===== src/rtl/irq_pkg.sv =====
package irq_pkg;
  localparam int NSRC = 7;
  localparam int NHI  = 4;
  localparam int NLO  = NSRC - NHI;
  localparam logic [7:0] A_EN_HI = 8'hE2;
  localparam logic [7:0] A_EN_LO = 8'hE3;
  localparam logic [7:0] A_RQ_HI = 8'hE4;
  localparam logic [7:0] A_RQ_LO = 8'hE5;
  localparam logic [15:0] VEC_NONE = 16'hFFFE;

  function automatic logic [15:0] vec_of(input int idx);
    case (idx)
      0: return 16'hFFFA;
      1: return 16'hFFF8;
      2: return 16'hFFF6;
      3: return 16'hFFF4;
      4: return 16'hFFEA;
      5: return 16'hFFE8;
      6: return 16'hFFE6;
      default: return VEC_NONE;
    endcase
  endfunction

  // bit position of source idx inside its byte
  function automatic int bitpos(input int idx);
    return (idx < NHI) ? 7 - idx : 7 - (idx - NHI);
  endfunction
endpackage


===== src/rtl/irq_src_regs.sv =====
module irq_src_regs #(
  parameter int N = 7
) (
  input  logic         clk,
  input  logic         rst_n,
  input  logic [N-1:0] src_pulse,
  input  logic [N-1:0] en_wr,
  input  logic [N-1:0] rq_wr,
  input  logic [N-1:0] wbit,
  output logic [N-1:0] en_q,
  output logic [N-1:0] pend_q
);
  for (genvar i = 0; i < N; i++) begin : g_src
    always_ff @(posedge clk or negedge rst_n) begin
      if (!rst_n) begin
        en_q[i]   <= 1'b0;
        pend_q[i] <= 1'b0;
      end else begin
        if (en_wr[i]) en_q[i] <= wbit[i];
        // a pulse overrides a simultaneous software clear
        pend_q[i] <= (rq_wr[i] ? wbit[i] : pend_q[i]) | src_pulse[i];
      end
    end
  end


  // pending flags only fall through a software write
  pend_hold_chk: assert property (@(posedge clk) disable iff (!rst_n)
    (rq_wr == '0) |=> ((pend_q & $past(pend_q)) == $past(pend_q)));


  // every pulse lands in its flag
  pulse_set_chk: assert property (@(posedge clk) disable iff (!rst_n)
    (src_pulse != '0) |=> ((pend_q & $past(src_pulse)) == $past(src_pulse)));
endmodule


===== src/rtl/irq_prio_sel.sv =====
module irq_prio_sel
  import irq_pkg::*;
#(
  parameter int N = NSRC
) (
  input  logic [N-1:0] active,
  output logic [N-1:0] grant,
  output logic         any,
  output logic [15:0]  vector
);
  always_comb begin
    grant  = '0;
    vector = VEC_NONE;
    for (int i = N - 1; i >= 0; i--) begin
      if (active[i]) begin
        grant    = '0;
        grant[i] = 1'b1;
        vector   = vec_of(i);
      end
    end
  end

  assign any = |active;


  // at most one winner and it is an active source
  grant_ok_chk: assert property (@(active) 1'b1 |-> ($onehot0(grant) && ((grant & ~active) == '0)))
    else $error("grant_ok_chk");
endmodule


===== src/rtl/irq_master.sv =====
module irq_master (
  input  logic clk,
  input  logic rst_n,
  input  logic set_i,
  input  logic clr_i,
  input  logic ack_i,
  output logic en_o
);
  always_ff @(posedge clk or negedge rst_n) begin
    if (!rst_n)              en_o <= 1'b0;
    else if (ack_i || clr_i) en_o <= 1'b0;
    else if (set_i)          en_o <= 1'b1;
  end


  ack_clears_chk: assert property (@(posedge clk) disable iff (!rst_n)
    ack_i |=> !en_o);


  set_only_chk: assert property (@(posedge clk) disable iff (!rst_n)
    (set_i && !clr_i && !ack_i) |=> en_o);
endmodule


===== src/rtl/irq_vec_ctrl.sv =====
module irq_vec_ctrl
  import irq_pkg::*;
(
  input  logic        clk,
  input  logic        rst_n,
  input  logic [7:0]  bus_addr,
  input  logic        bus_we,
  input  logic [7:0]  bus_wdata,
  output logic [7:0]  bus_rdata,
  input  logic [6:0]  src_pulse,
  input  logic        iflag_set,
  input  logic        iflag_clr,
  input  logic        irq_ack,
  output logic        irq_req,
  output logic [15:0] irq_vector,
  output logic        master_en
);
  logic [NSRC-1:0] en_wr, rq_wr, wbit, en_q, pend_q, active, grant;
  logic            any_act;

  for (genvar i = 0; i < NSRC; i++) begin : g_dec
    localparam int P = bitpos(i);
    localparam logic [7:0] AEN = (i < NHI) ? A_EN_HI : A_EN_LO;
    localparam logic [7:0] ARQ = (i < NHI) ? A_RQ_HI : A_RQ_LO;
    assign wbit[i]  = bus_wdata[P];
    assign en_wr[i] = bus_we && (bus_addr == AEN);
    assign rq_wr[i] = bus_we && (bus_addr == ARQ);
  end

  irq_src_regs #(.N(NSRC)) u_regs (
    .clk(clk), .rst_n(rst_n), .src_pulse(src_pulse),
    .en_wr(en_wr), .rq_wr(rq_wr), .wbit(wbit),
    .en_q(en_q), .pend_q(pend_q)
  );

  assign active = en_q & pend_q;

  irq_prio_sel #(.N(NSRC)) u_sel (
    .active(active), .grant(grant), .any(any_act), .vector(irq_vector)
  );

  irq_master u_mst (
    .clk(clk), .rst_n(rst_n), .set_i(iflag_set), .clr_i(iflag_clr),
    .ack_i(irq_ack), .en_o(master_en)
  );

  assign irq_req = master_en & any_act;

  always_comb begin
    bus_rdata = 8'h00;
    for (int i = 0; i < NSRC; i++) begin
      if ((i < NHI && bus_addr == A_EN_HI) || (i >= NHI && bus_addr == A_EN_LO))
        bus_rdata[bitpos(i)] = en_q[i];
      if ((i < NHI && bus_addr == A_RQ_HI) || (i >= NHI && bus_addr == A_RQ_LO))
        bus_rdata[bitpos(i)] = pend_q[i];
    end
  end


  req_needs_master_chk: assert property (@(posedge clk) disable iff (!rst_n)
    irq_req |-> (master_en && irq_vector != VEC_NONE));


  ack_keeps_pend_chk: assert property (@(posedge clk) disable iff (!rst_n)
    (irq_ack && !bus_we) |=> (pend_q == ($past(pend_q) | $past(src_pulse))));
endmodule


===== config.mk =====
export PLATFORM = sky130hd
export DESIGN_NAME = irq_vec_ctrl
export DESIGN_NICKNAME = d
export VERILOG_FILES = /design/src/rtl/irq_pkg.sv /design/src/rtl/irq_src_regs.sv /design/src/rtl/irq_prio_sel.sv /design/src/rtl/irq_master.sv /design/src/rtl/irq_vec_ctrl.sv
export SDC_FILE = /design/constraint.sdc
export NUM_CORES = 1
export LEC_CHECK = 0
export BUFFER_PORTS_ARGS = -buffer_cell sky130_fd_sc_hd__buf_2
export CORE_UTILIZATION = 44
export CTS_CLUSTER_DIAMETER = 200
export DETAILED_ROUTE_END_ITERATION = 10
export GPL_TIMING_DRIVEN = 0
export PLACE_DENSITY = 0.79
export SYNTH_ARGS = -nofsm -noshare
export SYNTH_HDL_FRONTEND = slang
export SYNTH_SLANG_ARGS = --single-unit

===== constraint.sdc =====
create_clock -name clk -period 1.3 [get_ports clk]
set_input_delay 0.195 -clock clk [delete_from_list [all_inputs] [get_ports clk]]
set_output_delay 0.195 -clock clk [all_outputs]
set_load 0.03 [all_outputs]

==> impl_results.md, run 1 <==
- Pwr Density: 751.5 nW/um^2
- Most common cell after layout, fill and taps aside: buf_4
- Syn_area_per_cell: slightly above 9 um^2
- Top-area cell type share of the netlist area: 36.54%
- Netlist cell types: 33
- Final period util: 123.9%
- Die height: 50.32 um
- Io pins: 55
- Mapped Cells: 110
- R2R Path Start: u_regs.pend_q[0]$_DFF_PN0_
- Worst hold slack: 0.05225 ns
- CP startpoint kind: flip-flop
- Most frequent cells in the layout: 28 x buf_4, 25 x buf_2, 16 x conb_1
- Wirelength, routed: 2.691 mm
- Critical path's top delay family: flip-flops
- Core Box Area: 2212 um^2
- Hold Vio Cnt, Final: 0
- Pre-CTS setup slack: -0.4825 ns
- H-tree Lvls: 1
- FMAX: 621.0 MHz
- RSZ-0062 raised after global routing: yes
- Congestion Overflow GR: 0
- 1st-iter DRT viols: 12
- Die area: roughly 2500 um^2
- Sink Count: 15
- Non-filler instance count after layout: around 200
- WP data required: 1.11 ns
- CTS root buf: clkbuf_4
- Clk Latency, worst-skew pair: 0.28 ns
- Worst path bufs/invs: 1
- Setup WS post-layout: -0.3104 ns
- Minimum clock period: 1.610 ns
- Vias per cell: 5.085
- Critical path class: reg2out
- Die X: 50.32 um
- RR Endpoint: u_regs.pend_q[0]$_DFF_PN0_
- Wire length per cell: 13.39 um
- CP max stage cell: dfrtp_1
- First-pass GRT wire length: between 4 and 5 mm
- Placed Cells: between 150 and 200
- DRC Markers: 0
- Pin count of the biggest net entering global routing: 16
- Min-delay src: irq_ack
- Port buffer count: 34
- R2R Setup Slk: about 0.34 ns
- CP cell instances: and2_4 -> a21oi_4 -> nand2_1 -> o21a_1 -> buf_6
- Worst EP arrival: 1.42 ns
- Post-Syn Area: 1027 um^2
- Vias post-DR: 1022
- Status: finished, violations left
- Largest cells by area after synthesis: dfrtp_1 37%, buf_4 12%, mux2_4 5.8%
- Initial antenna violation count: 0
- # diodes: 0
- Failing checks: negative setup slack
- Vias in the first global route: between 900 and 1000
- Initial Utilization: 46.44%
- CTS Buf Count: 3
- Syn. warnings: 0
- Critical Path Max Stage Delay: around 0.42 ns
- VDD IR max: around 0.00063 V
- Hold Path Sink: u_mst.en_o$_DFFE_PN0P_
- Final Max Slew Viols: 0
- Lkg Pwr: 0.7305 nW
- Area growth, synth to finish: 49.09%
- Setup Skew: 0 ns
- NumNets Final: 203
- Seq/Total Area, Yosys: between 30 and 40%
- Crit end category: output port
- DR pass1 iterations: 4
- Min-delay worst type: in2reg
- DP HPWL: 1.890 mm
- Max Root-Sink Buffers: 2
- R2R depth: 3
- Share of cells above drive strength 1: 56.65%
- Total track usage: 22.04%
- Final setup viols: 13
- Final antenna-violating net count: 0
- WHS Path Cells: 2
- Top cell type by total area after synthesis: dfrtp_1
- Worst-path maximum fanout: 4
- # rows: 17
- Maxcap violations: 0
- Clock Pin Slew Worst Setup and Hold Paths: 0.08 ns
- FF+latch count, synth: 15
- RePlAce Congestion: 0.8548
- CTS tree: done
[registers in the layout, summed over array words and instances, names as in the netlist]
signal,count
u_regs.en_q,7
u_regs.pend_q,7
u_mst.en_o,1
[repair_timing]
action	CTS	global route
setup endpoints to repair	16	16
pin swaps	10	6
hold buffers	1	0
buffers inserted	4	6
endpoints found under the hold margin	15	0
gates resized for setup	32	7
[report_power, final]
| group | total, mW | internal (mW) | switching (mW) |
|---|---|---|---|
| sequential | 0.493 | 0.479 | 0.0149 |
| clock | 0.262 | 0.119 | 0.143 |
| combinational | 0.396 | 0.174 | 0.222 |
[cell families (layout without fill, tap and decap cells)]
logic type | count (synthesis) | count (layout) | synth area share, %
simple gates | 39 | 39 | 22.78
other cells | 2 | 16 | 0.7311
compound gates | 29 | 29 | 18.27
flops | 15 | 15 | 36.54
buf+inv | 18 | 67 | 12.55
mux | 7 | 7 | 9.135
[synthesized netlist by cell type]
master    instances
and2_1            1
and4bb_2          2
buf_4            16
o21ai_0           6
nand4b_4          1
and3_1            1
a21boi_0          1
a22o_1            1
a22oi_1           2
nand4b_1          1
or3b_1            1
nand3_1           2
clkbuf_1          1
or3b_4            1
mux2_2            3
nor4_1            1
nand2_1          10
nand3b_1          2
a211o_1           2
a21oi_1           9
a211oi_1          1
a31o_2            2
buf_2             1
nor3_1            5
o21a_1            2
nor3b_1           1
mux2_4            4
conb_1            2
a32oi_1           1
a21o_1            2
dfrtp_1          15
nor2b_1           2
nor2_1            8
[layer usage]
metal / GRT usage [%] / up-vias / part of all wire [%]
li1: - / 496 / -
met1: 26.00 / 475 / 40
met2: 35.11 / 46 / 51
met3: 6.061 / 5 / 7.1
met4: 13.89 / 0 / 1.8
met5: 0 / - / 0
[final cells by class]
class                           instances  area (um^2)
Tap cell                               28        35.03
Timing Repair Buffer                   45        310.3
Clock buffer                            4        26.28
Multi-Input combinational cell         91        651.9
Fill cell                             189        680.7
Buffer                                 18        128.9
Sequential cell                        15        379.1
[stage by stage]
step	utilization (%)	power, mW	TNS, ns	instance area [um^2]
global placement	58.71	0.8149	-4.514	1299
finish	69.23	1.151	-2.758	1531
floorplan	-	0.7241	-1.935	1094
CTS	66.52	1.137	-2.472	1471
detailed placement	58.71	0.8229	-5.177	1299
global route	69.23	1.214	-3.369	1531
[worst reg2reg max path, cell delays in order, from the launching register on]
cell and delay (ns):
dfrtp_2 0.45, buf_4 0.15, nor3_1 0.17, a21oi_1 0.06
[worst max-delay path by stage]
stage	startpoint	to	slack, ns	cells after the start
floorplan	bus_addr[4]	u_regs.en_q[0]$_DFFE_PN0P_	-0.31	4
finish	u_regs.pend_q[1]$_DFF_PN0_	irq_req	-0.31	5
global route	u_regs.en_q[3]$_DFFE_PN0P_	irq_req	-0.38	4
CTS	u_regs.pend_q[1]$_DFF_PN0_	irq_req	-0.30	5
detailed placement	bus_addr[4]	u_regs.en_q[2]$_DFFE_PN0P_	-0.48	5
global placement	bus_addr[4]	u_regs.en_q[2]$_DFFE_PN0P_	-0.47	5
Note: power is estimated with default switching activity, not from simulation.
==> inputs of run 2 (changes only) <==
CORE_ASPECT_RATIO = 0.6   (was unset)
CORE_MARGIN = 8   (was unset)
==> run 2 against run 1 <==
  * The flow still finishes with violations (negative setup slack)
  * Clock power is 50% higher
  * Worst hold slack improved by 0.044 ns
  * Cell count increased by 2.0%
  * Critical endpoint unchanged
  * Largest cell class unchanged
  * Largest power group unchanged
==> impl_results.md, run 2 (synthesis results as in run 1) <==
- Status: finished, violations left (unchanged)
- Failing checks: negative setup slack (unchanged)
- CP cell instances: and2_4 -> a21oi_4 -> nand2_1 -> o21a_1 -> buf_6 (unchanged)
- # diodes: 0 (unchanged)
- Core Box Area: 2196 um^2 (was 2212 um^2)
- DRC Markers: 0 (unchanged)
- Sink Count: 15 (unchanged)
- Minimum clock period: 1.547 ns (was 1.610 ns)
- Clk Latency, worst-skew pair: 0.25 ns (was 0.28 ns)
- Total track usage: 15.31% (was 22.04%)
- CTS Buf Count: 3 (unchanged)
- Min-delay worst type: in2reg (unchanged)
- RSZ-0062 raised after global routing: yes (unchanged)
- R2R Setup Slk: 0.35 ns (was 0.34 ns)
- Lkg Pwr: 0.7570 nW (was 0.7305 nW)
- Hold Vio Cnt, Final: 0 (unchanged)
- CTS root buf: clkbuf_8 (was clkbuf_4)
- VDD IR max: 0.0007081 V (was 0.0006283 V)
- Largest registers: u_regs.en_q: 7 flops, u_regs.pend_q: 7 flops, u_mst.en_o: 1 flops (unchanged)
- Multi-input logic area: 686.9 um^2 (was 651.9 um^2)
- 1st-iter DRT viols: 40 (was 12)
- DP HPWL: 2.329 mm (was 1.890 mm)
- Clock Pin Slew Worst Setup and Hold Paths: 0.07 ns (was 0.08 ns)
- Congestion Overflow GR: 0 (unchanged)
- Vias post-DR: 1081 (was 1022)
- Most common cell after layout, fill and taps aside: buf_4 (unchanged)
- Worst-path maximum fanout: 3 (was 4)
- Initial antenna violation count: 0 (unchanged)
- Filler Cell Count: 155 (was 189)
- FMAX: 646.2 MHz (was 621.0 MHz)
- Pwr Density: 808.2 nW/um^2 (was 751.5 nW/um^2)
- Most frequent cells in the layout: 30 x buf_4, 24 x buf_2, 16 x conb_1 (was 28 x buf_4, 25 x buf_2, 16 x conb_1)
- Final period util: 119.0% (was 123.9%)
- Placed Cells: 188 (was 186)
- WP data required: 1.11 ns (about the same)
- Sequential share of power: 38.0% (was 42.9%)
- H-tree Lvls: 1 (unchanged)
- Total Power: 1.303 mW (was 1.151 mW)
- Die height: 53.43 um (was 50.32 um)
- Share of cells above drive strength 1: 60.00% (was 56.65%)
- Vias in the first global route: 1092 (was 937)
- R2R Path Start: u_regs.en_q[0]$_DFFE_PN0P_ (was u_regs.pend_q[0]$_DFF_PN0_)
- NumNets Final: 205 (was 203)
- # rows: 13 (was 17)
- R2R depth: 2 (was 3)
- Wirelength, routed: 3.516 mm (was 2.691 mm)
- Final setup viols: 16 (was 13)
- Max Root-Sink Buffers: 2 (unchanged)
- CP startpoint kind: flip-flop (unchanged)
- Pre-CTS setup slack: -0.4810 ns (was -0.4825 ns)
- DR pass1 iterations: 4 (unchanged)
- CP max stage cell: dfrtp_1 (unchanged)
- RePlAce Congestion: 0.8998 (was 0.8548)
- CTS tree: done (unchanged)
- Io pins: 55 (unchanged)
- Area growth, synth to finish: 57.00% (was 49.09%)
- RR Endpoint: u_regs.en_q[0]$_DFFE_PN0P_ (was u_regs.pend_q[0]$_DFF_PN0_)
- Die area: 4187 um^2 (was 2532 um^2)
- Hold Path Sink: u_mst.en_o$_DFFE_PN0P_ (unchanged)
- Non-filler instance count after layout: 205 (was 201)
- WHS Path Cells: 2 (unchanged)
- Port buffer count: 34 (unchanged)
- Final Max Slew Viols: 0 (unchanged)
- Critical Path Max Stage Delay: 0.40 ns (was 0.42 ns)
- Crit end category: output port (unchanged)
- Final antenna-violating net count: 0 (unchanged)
- Die X: 78.38 um (was 50.32 um)
- Wire length per cell: 17.15 um (was 13.39 um)
- Comb power frac: 31.9% (was 34.4%)
- Psw: 423.0 uW (was 379.3 uW)
- Internal: 880.4 uW (was 771.7 uW)
- Worst EP arrival: 1.35 ns (was 1.42 ns)
- Sw Share: 32.45% (was 32.95%)
- Vias per cell: 5.273 (was 5.085)
- Critical path class: reg2out (unchanged)
- FF/Latch Area: 379.1 um^2 (unchanged)
- Min-delay src: iflag_clr (was irq_ack)
- Clock power frac: 30.1% (was 22.8%)
- Maxcap violations: 0 (unchanged)
- Setup Skew: 0 ns (unchanged)
- Initial Utilization: 46.78% (was 46.44%)
- First-pass GRT wire length: 5.023 mm (was 4.119 mm)
- Pin count of the biggest net entering global routing: 16 (unchanged)
- Setup WS post-layout: -0.2474 ns (was -0.3104 ns)
==> run 2: changes by cell type in the layout (fill, tap and decap cells not counted), sizes merged <==
cell / before / now
buf: 61 / 63
==> run 2: layout make-up <==
cell class | count | area share [%]
Clock buffer | 4 | 2.793
Buffer | 17 | 7.913
Sequential cell | 15 | 23.51
Timing Repair Buffer | 48 | 20.87
Tap cell | 30 | 2.327
Multi-Input combinational cell | 91 | 42.59
==> run 2: worst max-delay path by stage <==
| stage | startpoint | end | slack (ns) | cells after the start |
|---|---|---|---|---|
| CTS | u_regs.pend_q[1]$_DFF_PN0_ | irq_req | -0.25 | 5 |
| global placement | bus_addr[4] | u_regs.en_q[1]$_DFFE_PN0P_ | -0.46 | 5 |
| global route | u_regs.pend_q[1]$_DFF_PN0_ | irq_req | -0.30 | 5 |
| finish | u_regs.pend_q[1]$_DFF_PN0_ | irq_req | -0.25 | 5 |
| floorplan | bus_addr[4] | u_regs.en_q[0]$_DFFE_PN0P_ | -0.31 | 4 |
| detailed placement | bus_addr[4] | u_regs.en_q[0]$_DFFE_PN0P_ | -0.48 | 5 |
==> run 2: layer usage <==
metal / part of all wire, % / vias to the layer above / GRT usage [%] / wire length (um)
li1: - / 496 / - / -
met1: 41 / 504 / 16.97 / 1438
met2: 46 / 73 / 25.85 / 1633
met3: 11 / 8 / 7.601 / 394
met4: 1.4 / 0 / 4.268 / 49
met5: 0 / - / 0 / 0
==> run 2: through the flow <==
step | util (%) | TNS, ns | hold WS (ns) | area (um^2)
6_report | 73.45 | -2.918 | 0.09662 | 1613
5_1_grt | 73.45 | -3.525 | 0.09673 | 1613
4_1_cts | 69.74 | -2.514 | 0.09658 | 1531
3_5_place_dp | 59.26 | -5.334 | 0.1252 | 1301
3_3_place_gp | 59.26 | -4.870 | 0.1190 | 1301
2_1_floorplan | - | -1.935 | -0.1006 | 1094
==> run 2: worst max-delay path, delay by kind of cell, from the launching register on <==
kind            cells  cell delay (ns)
compound gates      2             0.31
flops               1             0.40
buf+inv             1             0.13
simple gates        2             0.25
==> run 2: what timing repair did <==
action / CTS / global route
setup endpoints to repair: 16 / 20
gates resized for setup: 31 / 19
endpoints found under the hold margin: 15 / 0
buffers inserted: 9 / 4
hold buffers: 1 / 0
pin swaps: 9 / 9
==> run 2: power groups by stage <==
stage	clock network, mW	registers, mW	logic [mW]
global placement	0	0.498	0.319
detailed placement	0	0.499	0.323
global route	0.424	0.496	0.441
finish	0.392	0.495	0.416
CTS	0.393	0.493	0.386
floorplan	0	0.499	0.226
